## src/rtl/lpcwin_pkg.sv

```systemverilog
package lpcwin_pkg;
    typedef enum logic {
        SEL_WIN = 1'b0,
        SEL_MSK = 1'b1
    } cfg_sel_e;
endpackage

```

## src/rtl/lpcwin_cfg.sv

```systemverilog
module lpcwin_cfg
    import lpcwin_pkg::*;
#(
    parameter int ADDR_W = 32
) (
    input  logic              clk,
    input  logic              rst_n,
    input  logic              we,
    input  logic              sel,
    input  logic [ADDR_W-1:0] wdata,
    output logic [ADDR_W-1:0] rdata,
    output logic [ADDR_W-1:0] win_q,
    output logic [ADDR_W-1:0] msk_q
);
    typedef struct packed {
        logic [ADDR_W-1:0] win;
        logic [ADDR_W-1:0] msk;
    } cfg_t;

    cfg_t st_d, st_q;

    always_comb begin
        st_d = st_q;
        if (we) begin
            if (sel == SEL_MSK) st_d.msk = wdata;
            else                st_d.win = wdata;
        end
    end

    always_ff @(posedge clk or negedge rst_n) begin
        if (!rst_n) st_q <= '0;
        else        st_q <= st_d;
    end

    assign win_q = st_q.win;
    assign msk_q = st_q.msk;
    assign rdata = (sel == SEL_MSK) ? st_q.msk : st_q.win;
endmodule

```

## src/rtl/lpcwin_match.sv

```systemverilog
module lpcwin_match #(
    parameter int HI_W = 16
) (
    input  logic [HI_W-1:0] up_addr,
    input  logic [HI_W-1:0] base,
    input  logic [HI_W-1:0] ignore,
    output logic            hit
);
    logic [HI_W-1:0] bit_ok;

    for (genvar i = 0; i < HI_W; i++) begin : g_bit
        assign bit_ok[i] = ignore[i] | ~(up_addr[i] ^ base[i]);
    end

    assign hit = &bit_ok;
endmodule

```

## src/rtl/lpcwin_remap.sv

```systemverilog
module lpcwin_remap #(
    parameter int HI_W = 16
) (
    input  logic [HI_W-1:0] up_addr,
    input  logic [HI_W-1:0] base,
    input  logic [HI_W-1:0] take_base,
    output logic [HI_W-1:0] up_out
);
    for (genvar i = 0; i < HI_W; i++) begin : g_bit
        assign up_out[i] = take_base[i] ? base[i] : up_addr[i];
    end
endmodule

```

## src/rtl/lpcwin_xlate.sv

```systemverilog
module lpcwin_xlate
    import lpcwin_pkg::*;
#(
    parameter int ADDR_W = 32
) (
    input  logic              clk,
    input  logic              rst_n,
    input  logic              cfg_we,
    input  logic              cfg_sel,
    input  logic [ADDR_W-1:0] cfg_wdata,
    output logic [ADDR_W-1:0] cfg_rdata,
    input  logic              lpc_valid,
    input  logic [ADDR_W-1:0] lpc_addr,
    output logic [ADDR_W-1:0] xlat_addr,
    output logic              ahb_hit,
    output logic [ADDR_W-1:0] ahb_addr,
    output logic              lpc_miss
);
    localparam int HI_W = ADDR_W / 2;
    localparam int LO_W = ADDR_W - HI_W;

    typedef struct packed {
        logic              hit;
        logic              miss;
        logic [ADDR_W-1:0] addr;
    } resp_t;

    logic [ADDR_W-1:0] cfg_win_q, cfg_msk_q;
    logic [HI_W-1:0]   remap_base, match_base, remap_mask, dc_mask;
    logic [HI_W-1:0]   up_out;
    logic              win_hit;
    resp_t             rs_d, rs_q;

    lpcwin_cfg #(.ADDR_W(ADDR_W)) u_cfg (
        .clk   (clk),
        .rst_n (rst_n),
        .we    (cfg_we),
        .sel   (cfg_sel),
        .wdata (cfg_wdata),
        .rdata (cfg_rdata),
        .win_q (cfg_win_q),
        .msk_q (cfg_msk_q)
    );

    assign remap_base = cfg_win_q[ADDR_W-1:LO_W];
    assign match_base = cfg_win_q[HI_W-1:0];
    assign remap_mask = cfg_msk_q[ADDR_W-1:LO_W];
    assign dc_mask    = cfg_msk_q[HI_W-1:0];

    lpcwin_match #(.HI_W(HI_W)) u_match (
        .up_addr (lpc_addr[ADDR_W-1:LO_W]),
        .base    (match_base),
        .ignore  (dc_mask),
        .hit     (win_hit)
    );

    lpcwin_remap #(.HI_W(HI_W)) u_remap (
        .up_addr   (lpc_addr[ADDR_W-1:LO_W]),
        .base      (remap_base),
        .take_base (remap_mask),
        .up_out    (up_out)
    );

    assign xlat_addr = {up_out, lpc_addr[LO_W-1:0]};

    always_comb begin
        rs_d      = rs_q;
        rs_d.hit  = lpc_valid & win_hit;
        rs_d.miss = lpc_valid & ~win_hit;
        if (lpc_valid && win_hit) rs_d.addr = xlat_addr;
    end

    always_ff @(posedge clk or negedge rst_n) begin
        if (!rst_n) rs_q <= '0;
        else        rs_q <= rs_d;
    end

    assign ahb_hit  = rs_q.hit;
    assign lpc_miss = rs_q.miss;
    assign ahb_addr = rs_q.addr;
endmodule

```

## config.mk

```make
export PLATFORM = sky130hd
export DESIGN_NAME = lpcwin_xlate
export DESIGN_NICKNAME = d
export VERILOG_FILES = /design/src/rtl/lpcwin_pkg.sv /design/src/rtl/lpcwin_cfg.sv /design/src/rtl/lpcwin_match.sv /design/src/rtl/lpcwin_remap.sv /design/src/rtl/lpcwin_xlate.sv
export SDC_FILE = /design/constraint.sdc
export NUM_CORES = 1
export LEC_CHECK = 0
export ABC_AREA = 1
export BUFFER_PORTS_ARGS = -buffer_cell sky130_fd_sc_hd__buf_4
export CORE_ASPECT_RATIO = 1.75
export CORE_MARGIN = 5
export CORE_UTILIZATION = 55
export DETAILED_ROUTE_END_ITERATION = 7
export PLACE_DENSITY = 0.93
export SYNTH_ARGS = -nofsm -noshare
export SYNTH_HDL_FRONTEND = slang
export SYNTH_SLANG_ARGS = --single-unit
export TNS_END_PERCENT = 5
```

## constraint.sdc

```tcl
create_clock -name clk -period 3.6 [get_ports clk]
set_input_delay 1.08 -clock clk [delete_from_list [all_inputs] [get_ports clk]]
set_output_delay 1.08 -clock clk [all_outputs]
set_load 0.02 [all_outputs]
```

-- After elaboration in Yosys (flattened, before gate mapping)
Cells that the tools add are included.
- register bits: 98
- output and inout port bits: 98
- input bits: 69
- bitwise logic cells: 52
- reductions and logical operators: 4
- muxes and demuxes: 17
- operators with widths (cell ; number):
    $mux 32 ; 1
    $not 1->1 ; 18
    $mux 1 ; 16
    $or 1x1->1 ; 16
    $reduce_and 16->1 ; 1
    $xor 1x1->1 ; 16
    $reduce_and 2->1 ; 2
    $and 1x1->1 ; 2
    $logic_and 1x1->1 ; 1

-- Logic depth before layout (Yosys ltp)
Gate-level depths: netlist (run 1).
- depth after elaboration: 6
- mapped depth: 11
- mapped depth without buffers: 10

-- Modules after synthesis
A second synthesis (run 1) with hierarchy kept.
- cell total of the unflattened synthesis: 700
- area total of the unflattened synthesis: 5139.9 um2
- by module, submodules not included (module ; seq. area each (um2) ; cells each ; instances ; area each (um2)):
    lpcwin_cfg ; 1601.5 ; 382 ; 1 ; 2951.6
    lpcwin_xlate ; 850.8 ; 161 ; 1 ; 1554.0
    lpcwin_match ; 0.0 ; 93 ; 1 ; 394.1
    lpcwin_remap ; 0.0 ; 64 ; 1 ; 240.2

-- Worst setup path after synthesis (run 1)
OpenSTA, ideal clock, no wires.
- kind: in2out
- start: in cfg_sel
- end: out cfg_rdata[10]
- arrival time: 1877 ps
- slack: 643 ps
- cell stages on the path: 4
- path buffers: 2
- cells stage by stage: clkbuf_1 -> clkbuf_1 -> nand2_1 -> o21ai_0
- longest elaborated chain between the ends: 1
- RTL lines (element ; line ; RTL):
    start, declared ; lpcwin_xlate.sv:9 ; input logic cfg_sel,
    $mux 32 ; lpcwin_cfg.sv:37 ; assign rdata = (sel == SEL_MSK) ? st_q.msk : st_q.win;
    end, declared ; lpcwin_xlate.sv:11 ; output logic [ADDR_W-1:0] cfg_rdata,
No other way between the ends.

-- Worst setup path in the final report (run 1)
- start: in cfg_sel
- end: out cfg_rdata[6]
Same word-level chain as after synthesis.

==> flow_summary.json, run 1 <==
{
  "netlist_instances": 660,
  "syn_area_per_cell_um2": 7.44,
  "firstDrtPassIters": 5,
  "dieArea_um2": 11000,
  "p_leak_nw": 3.64,
  "cts_buffers": 9,
  "period_needed_ns": 3.09,
  "cts.repair.resized": 0,
  "clkLatencyLatePin_ns": 0.34,
  "antenna_cells": 0,
  "cts_tree": "yes",
  "place.gp.congestion": 0.875,
  "slew_headroom_pct": 30.0,
  "rsz0062_at_grt": "no",
  "io_buffer_count": 166,
  "period_share_pct": 85.7,
  "syn_area_um2": 4910,
  "ys_warn_count": 0,
  "clock_power_share_pct": 32.1,
  "hold_viol": 0,
  "crit_fanout": 29,
  "post-cts-setup-buffers": 0,
  "syn_nets": 729,
  "hold_path.class": "flop to flop",
  "start_kind": "input port",
  "cts_root_buf": "clkbuf_16",
  "seqPwrFrac_pct": 43.9,
  "mostFrequentLayoutCell": "nand2_1",
  "grt_max_degree": 65,
  "viasPerCell": 5.25,
  "criticalPathCategory": "input port to output port",
  "crit_arrival_ns": 2.01,
  "rows": 45,
  "final_cell_mix": "257 x nand2_1, 169 x buf_4, 98 x dfrtp_1",
  "die_h_um": 135,
  "combPwrFrac_pct": 24.0,
  "cts.sink_count": 98,
  "drv_cap": 0,
  "powerDensity_nw_per_um2": 463,
  "pre_cts_ws_ns": 0.539,
  "hold_buffers": 0,
  "setup.worst_path.end_class": "output port",
  "place_area_um2": 6080,
  "drive_above_1_share_pct": 25.0,
  "ctsHtreeMaxLevel": 3,
  "ff_latch_area_um2": 2450,
  "hold_slack_ns": 0.473,
  "fmax_mhz": 324,
  "detail-route-antenna-nets": 0,
  "clockBufferDepth": 2,
  "io_pins": 167,
  "drc": 0,
  "cp.required_ns": 2.52,
  "clk_pin_slew_ns": 0.06,
  "ys_seq_area_share_pct": 49.9,
  "synth_cell_types": 19,
  "intPower_w": 0.00203,
  "dieWidth_um": 81.4,
  "hpwlAfterDp_mm": 10.6,
  "vias": 4817,
  "first_global_vias": 4828,
  "grt_pass1_wl_mm": 22.6,
  "worst_pin_slew_ns": 1.05,
  "core_um2": 8730,
  "fin_ws_ns": 0.513,
  "synth-seq-cells": 98,
  "wirelength_mm": 14.2,
  "syn_to_final_growth_pct": 29.7,
  "first_iter_violations": 372,
  "track_usage_pct": 26.7,
  "multi_input_comb_area_um2": 1870,
  "p_switching_w": 0.000918,
  "wire_per_inst_um": 15.4,
  "ir_worst_vdd_uv": 362,
  "setup_viol": 0,
  "swShare_pct": 31.1,
  "final_cell_area_um2": 6370,
  "n_fill_cell": 689,
  "antenna_found_initial": 0,
  "run_status": "completed",
  "fin_skew_ns": 0.00525,
  "slew_viol_final": 0,
  "grt-ovfl-total": 0,
  "finalSetupTns_ns": 0,
  "fin_nets": 866,
  "initial_core_util_pct": 56.3
}
state kept, by name, indices dropped and copies added, names as in the netlist:
signal and flops:
ahb_addr 32, ahb_hit 1, lpc_miss 1, u_cfg.msk_q 32
u_cfg.win_q 32
power by group through the flow:
stage                     Clock [W]  Sequential [W]  Combinational (W)
after floorplan                   0         0.00130           0.000388
after global placement            0         0.00130           0.000684
after detailed placement          0         0.00131           0.000706
after CTS                  0.000960         0.00129           0.000711
after global routing       0.000999         0.00131           0.000779
final                      0.000948         0.00129           0.000709
layer usage:
metal / vias to the layer above / wire length [um] / track usage (%)
li1: 2286 / - / -
met1: 2244 / 4930 / 29.3
met2: 223 / 7410 / 46.2
met3: 64 / 930 / 4.14
met4: 0 / 890 / 17.7
met5: - / 0 / 0
cells by family after synthesis:
family          synth area share (%)
simple gates                    27.9
buf+inv                         12.0
compound gates                  9.89
flops                           49.9
mux                            0.229
critical path: stages:
cell and delay [ns]:
buf_4 0.23, buf_4 0.32, nand2_1 0.07, o21ai_0 0.11, buf_4 0.19
per-stage QoR:
| stage | std cells | util (%) | power, W |
|---|---|---|---|
| floorplan | 660 | - | 0.00169 |
| global route | 918 | 73.0 | 0.00309 |
| detailed placement | 903 | 69.6 | 0.00202 |
| finish | 918 | 73.0 | 0.00295 |
| CTS | 918 | 73.0 | 0.00296 |
| global placement | 903 | 69.6 | 0.00199 |
cell type report:
type	count	share of cell area (%)
tap	117	2.30
timing repair buffer	170	20.2
clock buffer	10	3.75
multi-input combinational	434	29.4
inverter	84	4.95
clock inverter	5	0.864
sequential	98	38.5
final timing paths:
path / startpoint / endpoint / slack (ns) / depth (start not counted)
setup reg to reg: u_cfg.win_q[11]$_DFFE_PN0P_ / ahb_addr[27]$_DFFE_PN0P_ / 1.69 / 9
max in group asynchronous: rst_n / u_cfg.msk_q[30]$_DFFE_PN0P_ / 2.15 / 2
hold reg to reg: ahb_addr[13]$_DFFE_PN0P_ / ahb_addr[13]$_DFFE_PN0P_ / 0.47 / 2
hold / removal: ahb_addr[13]$_DFFE_PN0P_ / ahb_addr[13]$_DFFE_PN0P_ / 0.47 / 2
min in group asynchronous: rst_n / u_cfg.msk_q[21]$_DFFE_PN0P_ / 0.76 / 1
setup / recovery: cfg_sel / cfg_rdata[6] / 0.51 / 5
Yosys cell counts, drive strengths merged:
| master | count | share of area [%] |
|---|---|---|
| clkbuf | 19 | 1.5 |
| nand3b | 3 | 0.46 |
| nor2 | 27 | 2.5 |
| nand2 | 261 | 20 |
| dfrtp | 98 | 50 |
| o21ai | 96 | 9.8 |
| inv | 84 | 6.4 |
| a21oi | 1 | 0.10 |
| mux2 | 1 | 0.23 |
| buf | 25 | 4.1 |
| nand3 | 45 | 4.9 |
Power figures use the tool's default switching activity.
==> run 2, diff against run 1 <==
Settings changed: CORE_UTILIZATION 55 to 51, PLACE_DENSITY 0.93 to 0.88, SLEW_MARGIN set to 20.
Clock period 3.6 ns to 3.2 ns, I/O delays scaled along.
==> run 2 against run 1 <==
Effect of this change:
- clock power up 22%
- final area grew 0.96%
- sequential power rose by 13%
- critical path depth unchanged
- core utilization decreased by 5.1 points
- setup slack worse by 0.16 ns
- clock skew up 0.0035 ns
- largest power group unchanged
==> flow_summary.json, run 2 (synthesis results as in run 1) <==
{
  "run_status": "completed",
  "clkLatencyLatePin_ns": 0.35,
  "cp_cell_sequence": "buf_4 -> buf_4 -> nand2_1 -> o21ai_0 -> buf_4",
  "final_cell_mix": "257 x nand2_1, 170 x buf_4, 98 x dfrtp_1",
  "cts_buffers": 9,
  "vias": 4773,
  "p_leak_nw": 3.66,
  "hold_end": "ahb_addr[14]$_DFFE_PN0P_",
  "first_iter_violations": 278,
  "setup_viol": 0,
  "cts_root_buf": "clkbuf_16",
  "cts.sink_count": 98,
  "initial_core_util_pct": 51.9,
  "wire_per_inst_um": 15.4,
  "cts.repair.resized": 0,
  "start_kind": "input port",
  "grt_pass1_wl_mm": 22.3,
  "drv_cap": 0,
  "die_h_um": 140,
  "rsz0062_at_grt": "no",
  "finalPower_w": 0.00342,
  "core_um2": 9470,
  "reg2reg_from": "u_cfg.win_q[2]$_DFFE_PN0P_",
  "io_buffer_count": 166,
  "final_cell_area_um2": 6430,
  "hold_viol": 0,
  "firstDrtPassIters": 5,
  "crit_fanout": 32,
  "whs_path_depth": 2,
  "fmax_mhz": 352,
  "viasPerCell": 5.15,
  "period_share_pct": 88.8,
  "fin_nets": 868,
  "powerDensity_nw_per_um2": 531,
  "hold_buffers": 0,
  "track_usage_pct": 23.8,
  "r2r_setup_slack_ns": 1.41,
  "cp_common_cell": "buf_4",
  "pre_cts_ws_ns": 0.381,
  "grt-ovfl-total": 0,
  "wirelength_mm": 14.3,
  "drive_above_1_share_pct": 25.2,
  "ir_worst_vdd_uv": 324,
  "dieWidth_um": 84.2,
  "setup.worst_path.end_class": "output port",
  "cpPeakStageDelay_ns": 0.33,
  "hpwlAfterDp_mm": 10.6,
  "fin_skew_ns": 0.00877,
  "min_from": "ahb_addr[14]$_DFFE_PN0P_",
  "finalSetupTns_ns": 0,
  "place.gp.congestion": 0.887,
  "crit_arrival_ns": 1.88,
  "first_global_vias": 4580,
  "regToRegEndpoint": "ahb_addr[21]$_DFFE_PN0P_",
  "slew_viol_final": 0,
  "reg2reg_depth": 10,
  "criticalPathCategory": "input port to output port",
  "place_area_um2": 6110,
  "ctsHtreeMaxLevel": 3,
  "hold_path.class": "flop to flop",
  "worst_pin_slew_ns": 0.601,
  "antenna_found_initial": 1,
  "syn_to_final_growth_pct": 31.0,
  "cp_slowest_cell": "buf_4",
  "rows": 47,
  "cp.required_ns": 2.24,
  "fin_ws_ns": 0.357,
  "cts_tree": "yes",
  "mostFrequentLayoutCell": "nand2_1",
  "clk_pin_slew_ns": 0.06,
  "dieArea_um2": 11800,
  "post-route-util_pct": 67.9,
  "slew_headroom_pct": 60.0,
  "post-cts-setup-buffers": 0,
  "io_pins": 167,
  "drc": 0,
  "period_needed_ns": 2.84,
  "clockBufferDepth": 2,
  "detail-route-antenna-nets": 0,
  "grt_max_degree": 54
}
## run 2: layout make-up
type	instances	area [um2]
inverter	84	315
antenna	1	2.50
tap	122	153
multi-input combinational	434	1870
sequential	98	2450
clock inverter	7	93.8
clock buffer	9	225
timing repair buffer	172	1320
fill	779	3040
## run 2: stage by stage
stage	hold slack, ns	std cells
floorplan	0.453	660
global placement	0.454	910
detailed placement	0.459	910
CTS	0.476	926
global route	0.490	927
finish	0.471	927
## run 2: worst max path at each step
stage,slack (ns),start,end
final,0.36,cfg_sel,cfg_rdata[1]
after floorplan,0.48,cfg_sel,cfg_rdata[10]
after detailed placement,0.38,cfg_sel,cfg_rdata[1]
after global routing,0.28,cfg_sel,cfg_rdata[8]
after global placement,0.43,cfg_sel,cfg_rdata[16]
after CTS,0.37,cfg_sel,cfg_rdata[10]
## run 2: report_power, final
| part | switching [W] | internal [W] |
|---|---|---|
| combinational | 0.000483 | 0.000316 |
| sequential | 0.000103 | 0.00135 |
| clock | 0.000478 | 0.000683 |
| total | 0.00106 | 0.00235 |
## run 2: worst max-delay path: cells and delay by family
kind	cells	cell delay, ns
simple gates	1	0.07
compound gates	1	0.11
buf+inv	3	0.72
## run 2: metal layers
layer / routed length (um) / part of all wire [%] / global-route usage (%) / vias up
li1: - / - / - / 2295
met4: 635 / 4.5 / 12.3 / 0
met5: 0 / 0 / 0 / -
met2: 7640 / 54 / 43.1 / 194
met1: 5150 / 36 / 26.1 / 2236
met3: 828 / 5.8 / 4.20 / 48
